$ cat config.mk
export PLATFORM = sky130hd
export DESIGN_NAME = event_tag_counter
export DESIGN_NICKNAME = d
export VERILOG_FILES = /design/src/rtl/tag_pkg.sv /design/src/rtl/tag_pulse_sync.sv /design/src/rtl/tag_mode_fsm.sv /design/src/rtl/tag_counter.sv /design/src/rtl/tag_event_latch.sv /design/src/rtl/event_tag_counter.sv
export SDC_FILE = /design/constraint.sdc
export NUM_CORES = 1
export LEC_CHECK = 0
export BUFFER_PORTS_ARGS = -buffer_cell sky130_fd_sc_hd__buf_2
export CORE_UTILIZATION = 50
export DETAILED_ROUTE_END_ITERATION = 10
export GPL_TIMING_DRIVEN = 0
export MAX_ROUTING_LAYER = met4
export PLACE_DENSITY = 0.71
export SLEW_MARGIN = 30
export SYNTH_ARGS = -nofsm -noshare
export SYNTH_HDL_FRONTEND = slang
export SYNTH_SLANG_ARGS = --single-unit
$ cat constraint.sdc
create_clock -name clk_i -period 2.1 [get_ports clk_i]
set_clock_uncertainty 0.05 [all_clocks]
set_input_delay 0.105 -clock clk_i [delete_from_list [all_inputs] [get_ports clk_i]]
set_output_delay 0.105 -clock clk_i [all_outputs]
set_load 0.01 [all_outputs]
$ cat src/rtl/tag_pkg.sv
package tag_pkg;
    localparam int MODE_W = 3;

    typedef enum logic [2:0] {
        ST_OFF        = 3'd0,
        ST_TIMER      = 3'd1,
        ST_COUNT      = 3'd2,
        ST_TIMER_XCLR = 3'd3,
        ST_BADMODE    = 3'd4
    } tag_state_e;
endpackage

$ cat src/rtl/tag_pulse_sync.sv
module tag_pulse_sync (
    input  logic clk_i,
    input  logic rst_ni,
    input  logic async_i,
    output logic rise_o
);
    logic s1_q, s2_q, s3_q;

    always_ff @(posedge clk_i or negedge rst_ni) begin
        if (!rst_ni) begin
            s1_q <= 1'b0;
            s2_q <= 1'b0;
            s3_q <= 1'b0;
        end else begin
            s1_q <= async_i;
            s2_q <= s1_q;
            s3_q <= s2_q;
        end
    end

    assign rise_o = s2_q & ~s3_q;

    AST_SINGLE_RISE: assert property (@(posedge clk_i) disable iff (!rst_ni)
        rise_o |=> !rise_o);
endmodule

$ cat src/rtl/tag_mode_fsm.sv
module tag_mode_fsm
    import tag_pkg::*;
(
    input  logic              clk_i,
    input  logic              rst_ni,
    input  logic [MODE_W-1:0] mode_i,
    input  logic              state_en_i,
    output tag_state_e        state_o,
    output logic              err_o
);
    tag_state_e state_q, state_d;

    // next-state selection from the mode code
    always_comb begin
        state_d = ST_OFF;
        unique case (mode_i)
            3'd0, 3'd3, 3'd4: state_d = ST_OFF;
            3'd1:             state_d = state_en_i ? ST_BADMODE : ST_TIMER;
            3'd2:             state_d = state_en_i ? ST_BADMODE : ST_COUNT;
            3'd5:             state_d = ST_TIMER_XCLR;
            3'd6:             state_d = ST_COUNT;
            default:          state_d = ST_BADMODE;
        endcase
    end

    always_ff @(posedge clk_i or negedge rst_ni) begin
        if (!rst_ni) state_q <= ST_OFF;
        else         state_q <= state_d;
    end

    // outputs from the state
    always_comb begin
        err_o = 1'b0;
        unique case (state_q)
            ST_BADMODE: err_o = 1'b1;
            default:    err_o = 1'b0;
        endcase
    end

    assign state_o = state_q;

    AST_BAD_CODE: assert property (@(posedge clk_i) disable iff (!rst_ni)
        (mode_i == 3'd7) |=> err_o);
    AST_STATE_CONFLICT: assert property (@(posedge clk_i) disable iff (!rst_ni)
        (state_en_i && (mode_i == 3'd1 || mode_i == 3'd2)) |=> err_o);
endmodule

$ cat src/rtl/tag_counter.sv
module tag_counter
    import tag_pkg::*;
#(
    parameter int TAG_W = 32
) (
    input  logic             clk_i,
    input  logic             rst_ni,
    input  tag_state_e       state_i,
    input  logic             rise_i,
    input  logic             meas_start_i,
    output logic [TAG_W-1:0] cnt_o
);
    logic [TAG_W-1:0] cnt_q, cnt_d;
    logic inc, clr;

    always_comb begin
        inc = 1'b0;
        clr = 1'b0;
        unique case (state_i)
            ST_OFF, ST_BADMODE: clr = 1'b1;
            ST_TIMER:      begin inc = 1'b1;   clr = meas_start_i;          end
            ST_COUNT:      begin inc = rise_i; clr = meas_start_i;          end
            ST_TIMER_XCLR: begin inc = 1'b1;   clr = meas_start_i | rise_i; end
            default:       clr = 1'b1;
        endcase
        if (clr)      cnt_d = '0;
        else if (inc) cnt_d = cnt_q + 1'b1;
        else          cnt_d = cnt_q;
    end

    always_ff @(posedge clk_i or negedge rst_ni) begin
        if (!rst_ni) cnt_q <= '0;
        else         cnt_q <= cnt_d;
    end

    assign cnt_o = cnt_q;

    AST_OFF_ZERO: assert property (@(posedge clk_i) disable iff (!rst_ni)
        (state_i == ST_OFF || state_i == ST_BADMODE) |=> (cnt_q == '0));
    AST_TIMER_STEP: assert property (@(posedge clk_i) disable iff (!rst_ni)
        (state_i == ST_TIMER && !meas_start_i) |=> (cnt_q == $past(cnt_q) + 1'b1));
    AST_CLEAR_WINS: assert property (@(posedge clk_i) disable iff (!rst_ni)
        (state_i == ST_COUNT && rise_i && meas_start_i) |=> (cnt_q == '0));
    AST_COUNT_HOLD: assert property (@(posedge clk_i) disable iff (!rst_ni)
        (state_i == ST_COUNT && !rise_i && !meas_start_i) |=> $stable(cnt_q));
endmodule

$ cat src/rtl/tag_event_latch.sv
module tag_event_latch #(
    parameter int TAG_W    = 32,
    parameter int NARROW_W = 16
) (
    input  logic             clk_i,
    input  logic             rst_ni,
    input  logic             event_i,
    input  logic             wide_fmt_i,
    input  logic [TAG_W-1:0] cnt_i,
    output logic [TAG_W-1:0] tag_o,
    output logic             valid_o
);
    localparam int UPPER_W = TAG_W - NARROW_W;

    logic [TAG_W-1:0] shaped;

    generate
        if (UPPER_W > 0) begin : g_split
            assign shaped = wide_fmt_i ? cnt_i : {{UPPER_W{1'b0}}, cnt_i[NARROW_W-1:0]};
        end else begin : g_flat
            assign shaped = cnt_i;
        end
    endgenerate

    always_ff @(posedge clk_i or negedge rst_ni) begin
        if (!rst_ni) begin
            tag_o   <= '0;
            valid_o <= 1'b0;
        end else begin
            valid_o <= event_i;
            if (event_i) tag_o <= shaped;
        end
    end

    AST_VALID_PULSE: assert property (@(posedge clk_i) disable iff (!rst_ni)
        event_i |=> valid_o);
    AST_HOLD_TAG: assert property (@(posedge clk_i) disable iff (!rst_ni)
        !event_i |=> $stable(tag_o));
    AST_NARROW_UPPER: assert property (@(posedge clk_i) disable iff (!rst_ni)
        (event_i && !wide_fmt_i) |=> ((tag_o >> NARROW_W) == '0));
endmodule

$ cat src/rtl/event_tag_counter.sv
module event_tag_counter
    import tag_pkg::*;
#(
    parameter int TAG_W    = 32,
    parameter int NARROW_W = 16
) (
    input  logic              clk_i,
    input  logic              rst_ni,
    input  logic [MODE_W-1:0] mode_i,
    input  logic              tag_pulse_i,
    input  logic              meas_start_i,
    input  logic              state_en_i,
    input  logic              event_i,
    input  logic              wide_fmt_i,
    output logic [TAG_W-1:0]  tag_o,
    output logic              tag_valid_o,
    output logic              mode_err_o
);
    tag_state_e       state;
    logic             rise;
    logic [TAG_W-1:0] cnt;

    tag_pulse_sync u_sync (
        .clk_i   (clk_i),
        .rst_ni  (rst_ni),
        .async_i (tag_pulse_i),
        .rise_o  (rise)
    );

    tag_mode_fsm u_fsm (
        .clk_i      (clk_i),
        .rst_ni     (rst_ni),
        .mode_i     (mode_i),
        .state_en_i (state_en_i),
        .state_o    (state),
        .err_o      (mode_err_o)
    );

    tag_counter #(.TAG_W(TAG_W)) u_cnt (
        .clk_i        (clk_i),
        .rst_ni       (rst_ni),
        .state_i      (state),
        .rise_i       (rise),
        .meas_start_i (meas_start_i),
        .cnt_o        (cnt)
    );

    tag_event_latch #(.TAG_W(TAG_W), .NARROW_W(NARROW_W)) u_latch (
        .clk_i      (clk_i),
        .rst_ni     (rst_ni),
        .event_i    (event_i),
        .wide_fmt_i (wide_fmt_i),
        .cnt_i      (cnt),
        .tag_o      (tag_o),
        .valid_o    (tag_valid_o)
    );

    AST_RESET_IDLE: assert property (@(posedge clk_i)
        !rst_ni |-> (tag_o == '0 && !tag_valid_o && !mode_err_o));
endmodule

Word-level counts from Yosys, hierarchy flattened:

Index checks and enable logic that the tools add are counted.

* add/subtract/negate cells: 1
* multiply operators: 0
* div/mod/pow operators: 0
* order comparisons: 0
* equality and inequality tests: 10
* shift-type cells: 0
* muxes and demuxes: 9
* bitwise gates (word level): 3
* reduce and logical (&&, ||, !) cells: 5

Operators with widths (count)
* $mux 32: 3
* $add 32x1->32 const B: 1
* $pmux 3 s5: 1
* $eq 3x2->1 const B: 4
* $eq 3x3->1 const B: 4
* $eq 3x1->1 const B: 2
* $mux 3: 2
* $pmux 1 s2: 2
* $reduce_or 2->1: 2
* $logic_not 3->1: 1
* $reduce_or 3->1: 1
* $reduce_bool 2->1: 1
* $and 1x1->1: 1
* $mux 1: 1
* $not 1->1: 1
* $or 1x1->1: 1

* register bits: 71
* bits in latches: 0
* RAM bits: 0
* bits in read-only memories: 0
* output and inout port bits: 34
* memories: 0

Longest topological paths before layout:

Gate-level depths: netlist (run 1).

* word-level depth: 5
* mapped depth: 6

Cells and area by module:

From an unflattened synthesis (run 1), not the netlist that was laid out.

* cells, all modules: 305
* area total of the unflattened synthesis: 3218.1 um2

Modules (own cells, without submodules)
* tag_counter: instances 1, cells an instance 186, area an instance 1719.1 um2, seq. area each 800.8 um2
* tag_event_latch: instances 1, cells an instance 103, area an instance 1276.2 um2, seq. area each 825.8 um2
* tag_mode_fsm: instances 1, cells an instance 12, area an instance 133.9 um2, seq. area each 75.1 um2
* tag_pulse_sync: instances 1, cells an instance 4, area an instance 88.8 um2, seq. area each 75.1 um2

Least setup slack after synthesis (run 1):

Ideal clock, no wire load.

* path type: reg2reg
* start: register u_sync.s3_q
* end: register u_cnt.cnt_q[31] (netlist: u_cnt.cnt_o[31])
* setup time: 0.078 ns
* arrival time: 1.699 ns
* data required time: 1.972 ns
* slack: 0.273 ns
* stages on the path, launching flop included: 6
* cell sequence: dfrtp_1 -> nand3b_4 -> a2111o_1 -> buf_6 -> or4_1 -> a21oi_1

* word-level cells in the longest chain between the ends: 5
* elaborated cells on any way between the ends: 7
* those cells by class: mux (3); bitwise (3); reduce/logical (1)

Ends and longest elaborated chain
* from (decl): RTL line tag_pulse_sync.sv:7 `logic s1_q, s2_q, s3_q;`
* from (signal assigned): RTL line tag_pulse_sync.sv:17 `s3_q <= s2_q;`
* $not 1->1 *: RTL line tag_pulse_sync.sv:21 `assign rise_o = s2_q & ~s3_q;`
* $and 1x1->1 *: RTL line tag_pulse_sync.sv:21
* $or 1x1->1: RTL line tag_counter.sv:23 `ST_TIMER_XCLR: begin inc = 1'b1; clr = meas_start_i | rise_i; end`
* $pmux 1 s2: RTL line tag_counter.sv:19 `unique case (state_i)`
* $mux 32 or $reduce_bool 2->1 (tied branches)
* to (signal assigned): RTL line tag_counter.sv:33 `else cnt_q <= cnt_d;`
* to (decl): RTL line tag_counter.sv:13 `logic [TAG_W-1:0] cnt_q, cnt_d;`

Mark *: on every way between the ends. The rest lies on a longest branch, timed or not.
A chain may end at the register's enable or synchronous reset.

Worst setup path after layout (run 1):

* start: register u_cnt.cnt_q[7] (netlist: u_cnt.cnt_o[7])
* end: register u_cnt.cnt_q[31] (netlist: u_cnt.cnt_o[31])

* word-level cells in the longest chain between the ends: 3

Ends and longest elaborated chain
* $add 32x1->32: RTL line tag_counter.sv:27 `else if (inc) cnt_d = cnt_q + 1'b1;`
* $mux 32: RTL line tag_counter.sv:27
* $mux 32: RTL line tag_counter.sv:26 `if (clr) cnt_d = '0;`

No other way between the ends. The select of a mux whose other input is x is not followed.

==> reports/summary.txt, run 1 <==
synth unique cells: 40
GRT Overall Usage: 20.72%
initial antenna violation count: 0
Worst setup EP type: register
Clock Latency Late Sink: 350 ps
worst hold path class: in -> reg
ANT nets after route: 0
global-route wire length before repair: 10.92 mm
crit path from: u_cnt.cnt_o[7]
Worst setup SP type: register
GP Congestion: 0.8355
Hold Crit Endpoint: u_fsm.state_o[2]
CP Max Fanout: 9
FF-to-FF Start: u_cnt.cnt_o[7]
TritonCTS clock tree: built
final setup vio count: 0
Yosys reg bits: 71
leading area contributor after synthesis: dfrtp_1
core area: 6314 sq um
slew margin rel.: 60.18%
Root Driver: clkbuf_8
IO Pins: 44
clk buf depth: 2
PwrDens: 686.5 nW/um^2
reg2reg end: u_cnt.cnt_o[31]
vias in the first global route: 2,371
Final Hold Violating Endpoints: 0
Overall Power: 2.664 mW
register-to-register setup slack: 110 ps
Post-Synthesis Net Count: 328
vias: 2,428
Die Height: 82.80 um
fin crit period: 1988 ps
FP Rows: 29
DP HPWL: 4.453 mm
die area: 6856 sq um
Syn Area/Cell: 10.43 sq um
WP data arrival: 2210 ps
vias per cell: 5.336
post-synth design cell area: 3264 sq um
YS warnings: 0
share of cells above drive strength 1: 22.22%
Final period util: 94.67%
fin area: 3881 sq um
fill count: 539
Syn-to-layout area delta: 18.90%
fraction of registers with async set/reset: 100.0%
Post-synth EDFFs: 0
largest net degree at the start of global routing: 47
# diodes: 0
post-synthesis sequential area ratio: 54.43%
Placed Area: 3601 sq um
Slew Viols, Final: 0
starting density of the core: 51.70%
total leakage power: 1.753 nW
Hold Crit Start: mode_i[2]
1st-iter DRT viols: 125
Port Buffers: 42
maxcap violations: 0
worst slew pin tran: 582.2 ps
wirelength, routed: 6.260 mm
Sink Count: 71
GRT overflow: 0
CTS clock-pin slew for the worst setup and hold paths: 70 ps
Peak Freq: 503.0 MHz
largest cells by area after synthesis: dfrtp_1, mux2_2, nand3_1, o21ai_0, nor2_1
reg2reg path depth: 4
critical path required time: 2330 ps
area share of the leading cell type in the synthesized netlist: 54.43%
hold path depth: 3
Nets: 388
Post-Route Setup TNS: 0 ps
WS Path Type: reg -> reg
Die X-Extent: 82.80 um
H-tree depth: 3
Max VDD drop: 470.4 uV
CTS buffer count: 9
cell count after synthesis: 313
Pre-antenna DRT Iters: 4
# DRC: 0
status: finished clean
Post-synth top flop: dfrtp_1
drt wl/cell: 13.76 um
==> flip-flops by register name, indices dropped and copies added, names as in the netlist <==
| name | flops |
|---|---|
| u_latch.tag_o | 32 |
| u_latch.valid_o | 1 |
| u_sync.s1_q | 1 |
| u_sync.s3_q | 1 |
| u_sync.s2_q | 1 |
| u_cnt.cnt_o | 32 |
| u_fsm.state_o | 3 |
==> area by class of cell <==
type | instances | area, sq um | share of cell area (%)
Multi-Input combinational cell | 210 | 1380 | 35.56
Timing Repair Buffer | 49 | 295.3 | 7.608
Tap cell | 77 | 96.34 | 2.482
Sequential cell | 71 | 1777 | 45.78
Clock buffer | 12 | 135.1 | 3.482
Inverter | 21 | 78.83 | 2.031
Clock inverter | 4 | 70.07 | 1.805
Buffer | 11 | 48.80 | 1.257
==> per-stage QoR <==
step	util, %	hold slack, ps	instances	setup WS (ps)
after floorplan	-	-240.6	313	273.0
after global placement	56.56	164.6	432	-24.15
after detailed placement	57.04	-7.858	433	-58.55
after CTS	61.04	15.41	453	13.57
after global routing	61.47	43.98	455	-40.81
final	61.47	25.07	455	111.9
==> kinds of logic after synthesis <==
kind of cell               Yosys count  share of synthesized area (%)
buffers and inverters               32                          3.910
DFF                                 71                          54.43
AOI/OAI and AO/OA                   42                          7.628
and+or+nand+nor                    123                          20.12
adders and majority gates            5                          1.916
muxes                               17                          5.826
xor gates and xnor gates            23                          6.171
==> routing by layer <==
metal	vias to the layer above	track usage, %	part of all wire [%]
li1	1206	-	-
met4	0	6.897	1.5
met1	1156	26.25	46
met5	-	-	0
met3	10	6.262	5.0
met2	56	31.97	47
==> critical path, cell delays in order (launching register included) <==
cell and delay, ps:
dfrtp_1 460, nand4_2 300, or3_1 460, or4_1 490, a21oi_1 150
==> Yosys cell counts (all sizes together) (3+ instances only) <==
library cell  instances
a21oi                 9
and3                  7
buf                   3
clkbuf                8
dfrtp                71
ha                    5
inv                  21
mux2                 16
nand2                16
nand2b                4
nand3                29
nand4                10
nor2                 32
nor4                  7
o21ai                24
or3                   5
xnor2                11
xor2                 12
==> how the worst max path moves through the flow <==
stage / end / cells past startpoint
after floorplan: u_cnt.cnt_o[31] / 5
after global placement: u_cnt.cnt_o[26] / 6
after detailed placement: u_cnt.cnt_o[30] / 6
after CTS: u_cnt.cnt_o[26] / 6
after global routing: u_cnt.cnt_o[28] / 7
final: u_cnt.cnt_o[31] / 4
==> cell usage in the layout, fill, tap and decap left out, types with 12 or more instances in the layout <==
cell type / synthesis / layout
dfrtp_1: 71 / 71
buf_2: 0 / 41
nor2_1: 32 / 31
nand3_1: 28 / 28
o21ai_0: 24 / 24
inv_1: 21 / 21
nand2_1: 16 / 16
mux2_2: 16 / 16
xor2_1: 12 / 12
==> power breakdown <==
group | internal [mW] | total [mW] | switching [mW] | leakage (nW)
clock | 0.666 | 1.15 | 0.484 | 0.104
combinational | 0.0438 | 0.127 | 0.0836 | 0.669
sequential | 1.38 | 1.39 | 0.0102 | 0.980
total | 2.09 | 2.66 | 0.578 | 1.75
==> timing repair <==
| item | in CTS | in global routing |
|---|---|---|
| pin swaps | 0 | 2 |
| setup buffers | 0 | 2 |
| resized for setup | 1 | 3 |
| endpoints found under the hold margin | 75 | 0 |
| endpoints found under the setup margin | 3 | 9 |
| hold buffers | 4 | 0 |
(Power assumes the default switching activity.)
==> run 2: changes to the inputs <==
--- a/config.mk
+++ b/config.mk
@@ -14,4 +14,5 @@
 export SLEW_MARGIN = 30
 export SYNTH_ARGS = -nofsm -noshare
 export SYNTH_HDL_FRONTEND = slang
+export SYNTH_HIERARCHICAL = 1
 export SYNTH_SLANG_ARGS = --single-unit
==> reports/summary.txt, run 2 <==
vias in the first global route: 2,558 (+7.9%)
main combinational cell family by area after synthesis: simple AND/OR/NAND/NOR gates
CTS buffer count: 9 (unchanged)
die area: 6761 sq um (-1.4%)
failing checks: setup timing
most common cell after layout, fill and taps aside: dfrtp_1
synth unique cells: 37 (-7.5%)
Worst setup SP type: register
Syn Area/Cell: 10.55 sq um (+1.2%)
wl on met1: 3.405 mm (+18%)
Yosys reg bits: 71 (unchanged)
DP HPWL: 4.446 mm (-0.17%)
CTS clock-pin slew for the worst setup and hold paths: 70 ps (about the same)
# diodes: 0 (unchanged)
Post-Place Setup Slack: -237.9 ps (-179.3 ps)
WL met2: 3.472 mm (+17%)
Synth Area in Simple Gates: 18.62% (-1.5 points)
Max VDD drop: 468.9 uV (-0.33%)
ANT nets after route: 0 (unchanged)
worst hold path class: in -> reg
vias: 2,598 (+7.0%)
# DRC: 0 (unchanged)
maxcap violations: 0 (unchanged)
largest cells by area after synthesis: dfrtp_1, mux2_2, nand3_1, o21ai_0, a21oi_1
H-tree depth: 3 (unchanged)
status: finished with violations
slew margin rel.: 62.23% (+2.0 points)
GRT overflow: 0 (unchanged)
most frequent cell after synthesis: dfrtp_1
fill count: 480 (-11%)
starting density of the core: 53.10% (+1.4 points)
post-synthesis sequential area ratio: 55.21% (+0.78 points)
drt wl/cell: 15.83 um (+15%)
most frequent cells after synthesis: dfrtp_1, nand3_1, inv_1, o21ai_0, a21oi_1
Nets: 394 (+1.5%)
YS warnings: 6 (+6)
leading area contributor after synthesis: dfrtp_1
initial antenna violation count: 0 (unchanged)
post-synth design cell area: 3218 sq um (-1.4%)
Final period util: 100.6% (+5.9 points)
register-to-register setup slack: -10 ps (-120 ps)
fraction of registers with async set/reset: 100.0% (unchanged)
Slew Viols, Final: 0 (unchanged)
post-synthesis xor/xnor area fraction: 2.177% (-4.0 points)
fin area: 4110 sq um (+5.9%)
global-route wire length before repair: 11.86 mm (+8.6%)
Compound-Gate Fraction of Synth Area: 11.12% (+3.5 points)
DR top layer: met4
1st-iter DRT viols: 188 (+50%)
RSZ-0062 raised after global routing: yes
Peak Freq: 473.4 MHz (-5.9%)
Post-synth EDFFs: 0 (unchanged)
Die X-Extent: 82.23 um (-0.69%)
Root Driver: clkbuf_8
final setup vio count: 1 (+1)
GP Congestion: 0.7844 (-6.1%)
Post-Route Setup TNS: -12.40 ps (-12.40 ps)
CP Max Fanout: 6 (-3)
Post-Synthesis Net Count: 316 (-3.7%)
WS Path Type: reg -> reg
core area: 6061 sq um (-4.0%)
WP data arrival: 2330 ps (+120 ps)
share of cells above drive strength 1: 36.86% (+15 points)
FP Rows: 28 (-3.4%)
worst slew pin tran: 561.4 ps (-20.82 ps)
Clock Latency Late Sink: 340 ps (about the same)
Post-synth top flop: dfrtp_1
GRT Overall Usage: 24.18% (+3.5 points)
largest net degree at the start of global routing: 41 (-13%)
fin crit period: 2112 ps (+124.3 ps)
TritonCTS clock tree: built
PwrDens: 632.3 nW/um^2 (-7.9%)
worst setup margin: -12.40 ps (-124.3 ps)
Pre-antenna DRT Iters: 4 (unchanged)
post-synthesis adder-cell area fraction: 0.3888% (-1.5 points)
Sink Count: 71 (unchanged)
clk buf depth: 2 (unchanged)
Die Height: 82.23 um (-0.69%)
met3 WL: 357 um (+13%)
placed instance count: 424 (-2.1%)
IO Pins: 44 (unchanged)
total leakage power: 1.849 nW (+5.5%)
Post-Layout Cell Count: 463 (+1.8%)
Port Buffers: 43 (+2.4%)
critical path required time: 2320 ps (about the same)
Syn-to-layout area delta: 27.72%
most frequent cells in the layout: dfrtp_1, buf_2, o21ai_0, nand3_1, inv_1
area share of the leading cell type in the synthesized netlist: 55.21% (+0.78 points)
wirelength, routed: 7.330 mm (+17%)
mux share of post-synthesis cell area: 6.649% (+0.82 points)
vias per cell: 5.611 (+5.2%)
Final Hold Violating Endpoints: 0 (unchanged)
Worst setup EP type: register
Placed Area: 3550 sq um (-1.4%)
cell count after synthesis: 305 (-2.6%)
run 2: cell count changes after synthesis, sizes merged, moves of 5 or more:
cell   previous run  this run
nor2             32        15
a21oi             9        22
or4               1        14
o31ai             1        12
xor2             12         1
buf               3         8
run 2: critical path, stage by stage, from the launching register on:
cell and delay (ps):
dfrtp_2 410, buf_4 150, nand4b_1 220, or4_4 510, or4_1 550, a21oi_2 150
run 2: final timing paths:
| path | from | endpoint | cells past startpoint |
|---|---|---|---|
| setup reg to reg | u_fsm/state_o[2] | u_cnt/cnt_o[30] | 5 |
| max in group asynchronous | rst_ni | u_cnt/cnt_o[4] | 3 |
| setup / recovery | u_fsm/state_o[2] | u_cnt/cnt_o[30] | 5 |
| min in group asynchronous | rst_ni | u_latch/tag_o[19] | 2 |
| hold reg to reg | u_sync/s1_q | u_sync/s2_q | 0 |
| hold / removal | wide_fmt_i | u_latch/tag_o[18] | 3 |
run 2: through the flow:
stage / utilization [%] / hold WS, ps / total power, mW
after floorplan: - / -240.6 / 1.475
after global placement: 58.20 / 163.3 / 1.536
after detailed placement: 58.57 / 20.52 / 1.545
after CTS: 64.55 / 4.802 / 2.620
after global routing: 67.82 / 21.97 / 2.703
final: 67.82 / 17.41 / 2.599
run 2: cell families (layout without fill, tap and decap cells):
kind of cell	count (synthesis)	in the layout
simple gates	103	104
flops	71	71
compound gates	63	63
buf+inv	40	122
mux	19	19
xor+xnor	8	8
fa+ha+maj	1	1
run 2: what timing repair did:
| action | CTS | global route |
|---|---|---|
| buffers inserted | 7 | 10 |
| resized for setup | 16 | 37 |
| endpoints found under the setup margin | 21 | 16 |
| pin swaps | 7 | 12 |
| endpoints found under the hold margin | 35 | 0 |
| hold buffers | 7 | 0 |
| cloned | 0 | 1 |
run 2: power breakdown:
group	internal (mW)	switching, mW
Sequential	1.38	0.00899
Combinational	0.0625	0.101
Clock	0.557	0.492
Total	2.00	0.602
run 2: area by class of cell:
type	count	area, sq um	area share (%)
Timing Repair Buffer	68	435.4	10.59
Clock buffer	14	182.7	4.444
Tap cell	75	93.84	2.283
Sequential cell	71	1785	43.44
Clock inverter	2	12.51	0.3044
Inverter	24	90.09	2.192
Buffer	14	95.09	2.314
Multi-Input combinational cell	195	1415	34.43
run 2: metal layers:
| metal | GRT usage [%] | up-vias |
|---|---|---|
| li1 | - | 1254 |
| met1 | 30.91 | 1272 |
| met2 | 38.02 | 61 |
| met3 | 5.934 | 11 |
| met4 | 7.368 | 0 |
| met5 | - | - |
==> run 3: changes to the inputs <==
--- a/config.mk
+++ b/config.mk
@@ -5,12 +5,12 @@
 export SDC_FILE = /design/constraint.sdc
 export NUM_CORES = 1
 export LEC_CHECK = 0
+export ABC_AREA = 1
 export BUFFER_PORTS_ARGS = -buffer_cell sky130_fd_sc_hd__buf_2
 export CORE_UTILIZATION = 50
 export DETAILED_ROUTE_END_ITERATION = 10
-export GPL_TIMING_DRIVEN = 0
 export MAX_ROUTING_LAYER = met4
-export PLACE_DENSITY = 0.71
+export PLACE_DENSITY = 0.7
 export SLEW_MARGIN = 30
 export SYNTH_ARGS = -nofsm -noshare
 export SYNTH_HDL_FRONTEND = slang
==> reports/summary.txt, run 3 <==
WS Path Type: reg -> reg
# DRC: 0 (unchanged)
IO Pins: 44 (unchanged)
Hold Crit Endpoint: u_cnt/cnt_o[6]
Final Hold Violating Endpoints: 0 (unchanged)
Combinational Power Share: 7.1% (+0.8 points)
Root Driver: clkbuf_8
synth unique cells: 31 (-16%)
hold path depth: 4 (+1)
Flop pwr share: 55.9% (+2.6 points)
# diodes: 0 (unchanged)
most frequent cell after synthesis: nand2_1
Pre-antenna DRT Iters: 4 (unchanged)
Final period util: 78.37% (-22 points)
most frequent cells after synthesis: nand2_1, dfrtp_1, nor2_1
fin crit period: 1646 ps (-466.6 ps)
FF-to-FF Start: u_cnt/cnt_o[0]
Post-synth EDFFs: 0 (unchanged)
PwrDens: 613.0 nW/um^2 (-3.0%)
register-to-register setup slack: 450 ps (+470 ps)
Post-Synthesis Net Count: 479 (+52%)
status: finished clean
crit path from: u_cnt/cnt_o[0]
most frequent cells in the layout: nand2_1, nor2_1, dfrtp_1, buf_2, inv_1
slew margin rel.: 56.28% (-5.9 points)
Nets: 531 (+35%)
CTS clock-pin slew for the worst setup and hold paths: 70 ps (about the same)
FF+latch area: 1777 sq um (-0.49%)
Syn Area/Cell: 7.796 sq um (-26%)
FP Rows: 30 (+7.1%)
Setup Buffers After CTS: 0 (-7)
most common cell after layout, fill and taps aside: nand2_1
Yosys reg bits: 71 (unchanged)
vias: 3,071 (+18%)
Placed Area: 3882 sq um (+9.4%)
Sw Pwr: 660.0 uW (+9.6%)
global-route wire length before repair: 13.01 mm (+9.7%)
1st-iter DRT viols: 204 (+8.5%)
GRT overflow: 0 (unchanged)
Clk pwr share: 37.0% (-3.4 points)
largest net degree at the start of global routing: 72 (+76%)
RSZ-0062 raised after global routing: no
wirelength, routed: 7.676 mm (+4.7%)
die area: 7642 sq um (+13%)
Post-synth top flop: dfrtp_1
worst slew pin tran: 655.8 ps (+94.42 ps)
Syn-to-layout area delta: 13.13%
fraction of registers with async set/reset: 100.0% (unchanged)
total leakage power: 2.122 nW (+15%)
final setup vio count: 0 (-1)
CP Max Fanout: 5 (-1)
H-tree depth: 3 (unchanged)
largest cells by area after synthesis: dfrtp_1, nand2_1, nor2_1, nand3_1, inv_1
starting density of the core: 52.83% (-0.27 points)
core area: 6907 sq um (+14%)
Int Pwr: 1.870 mW (-6.3%)
DP HPWL: 5.492 mm (+24%)
Port Buffers: 43 (unchanged)
vias per cell: 4.945 (-12%)
maxcap violations: 0 (unchanged)
YS warnings: 6 (unchanged)
Post-Route Setup TNS: 0 ps (+12.40 ps)
WP data arrival: 1820 ps (-510 ps)
Clock Latency Late Sink: 350 ps (about the same)
CTS buffer count: 9 (unchanged)
TritonCTS clock tree: built
Peak Freq: 607.6 MHz (+28%)
area share of the leading cell type in the synthesized netlist: 48.70% (-6.5 points)
clk buf depth: 2 (unchanged)
leading area contributor after synthesis: dfrtp_1
reg2reg end: u_cnt/cnt_o[24]
Hold Crit Start: meas_start_i
fin area: 4128 sq um (+0.43%)
Worst setup EP type: register
Worst setup SP type: register
cell count after synthesis: 468 (+53%)
Die X-Extent: 87.42 um (+6.3%)
post-synthesis sequential area ratio: 48.70% (-6.5 points)
share of cells above drive strength 1: 19.05% (-18 points)
Max VDD drop: 372.6 uV (-21%)
worst hold path class: in -> reg
Slew Viols, Final: 0 (unchanged)
initial antenna violation count: 0 (unchanged)
post-synth design cell area: 3648 sq um (+13%)
Net Sw Frac: 26.08% (+2.9 points)
GP Congestion: 0.8920 (+14%)
reg2reg path depth: 8 (+3)
Sink Count: 71 (unchanged)
GRT Overall Usage: 22.73% (-1.4 points)
vias in the first global route: 2,931 (+15%)
drt wl/cell: 12.36 um (-22%)
worst hold margin: 76.75 ps (+59.33 ps)
Die Height: 87.42 um (+6.3%)
critical path required time: 2280 ps (-40 ps)
ANT nets after route: 0 (unchanged)
fill count: 662 (+38%)
multi-input logic area: 1555 sq um (+9.9%)
[run 3: changes by cell type after synthesis, moves of 9 or more]
cell	delta
o31ai_1	-12
mux2_2	-18
or4_1	-13
nor2_1	+56
nand2_2	+14
o21ai_0	-20
nand3_1	+9
inv_1	+19
nand2_1	+142
[run 3: cells by family after synthesis]
group / after synthesis / share of synthesized area [%]
and+or+nand+nor: 313 / 38.68
DFF: 71 / 48.70
buffers and inverters: 59 / 8.676
AOI/OAI and AO/OA: 23 / 3.361
xor gates and xnor gates: 1 / 0.2401
adders and majority gates: 1 / 0.3429
[run 3: critical path, cell delays in order, from the launching register on]
cell and delay [ps]:
dfrtp_1 440, ha_1 210, nand2_2 90, nor2_4 160
nand2_1 80, nor2_2 140, nand3_2 120, nor3_1 180
nor2_1 70
[run 3: power by group through the flow]
stage	clock network, mW	logic [mW]	registers, mW
2_1_floorplan	0	0.114	1.44
3_3_place_gp	0	0.168	1.44
3_5_place_dp	0	0.171	1.44
4_1_cts	0.966	0.183	1.41
5_1_grt	1.02	0.205	1.42
6_report	0.936	0.179	1.42
[run 3: cell type report]
type | instances | share of cell area, %
sequential | 71 | 43.04
multi-input combinational | 338 | 37.68
tap | 96 | 2.910
clock inverter | 6 | 0.9094
inverter | 46 | 4.365
clock buffer | 10 | 3.092
timing repair buffer | 54 | 8.002
[run 3: what timing repair did]
| action | CTS | global route |
|---|---|---|
| resized for setup | 0 | 0 |
| hold buffers | 8 | 0 |
| hold endpoints to repair | 75 | 0 |
[run 3: per-layer routing]
metal,part of all wire [%],routed length [um],vias up,track usage [%]
met5,0,0,-,-
met4,1.2,89,0,9.538
met3,4.5,343,8,4.076
met2,45,3479,78,35.01
met1,49,3764,1415,29.55
li1,-,-,1570,-
[run 3: through the flow]
stage               std cells  power, mW  util, %  setup WS (ps)
floorplan                 468      1.556        -          667.1
global placement          597      1.606    56.21          481.5
detailed placement        597      1.613    56.21          473.1
CTS                       621      2.563    59.76          455.4
global route              621      2.642    59.76          292.8
finish                    621      2.530    59.76          454.2
[run 3: how the worst max path moves through the flow]
stage          slack [ps]  cells after the start         endpoint
2_1_floorplan         670                      8  u_cnt/cnt_o[24]
3_3_place_gp          480                      8  u_cnt/cnt_o[27]
3_5_place_dp          470                      8  u_cnt/cnt_o[29]
4_1_cts               460                      8  u_cnt/cnt_o[29]
5_1_grt               290                      8  u_cnt/cnt_o[24]
6_report              450                      8  u_cnt/cnt_o[24]
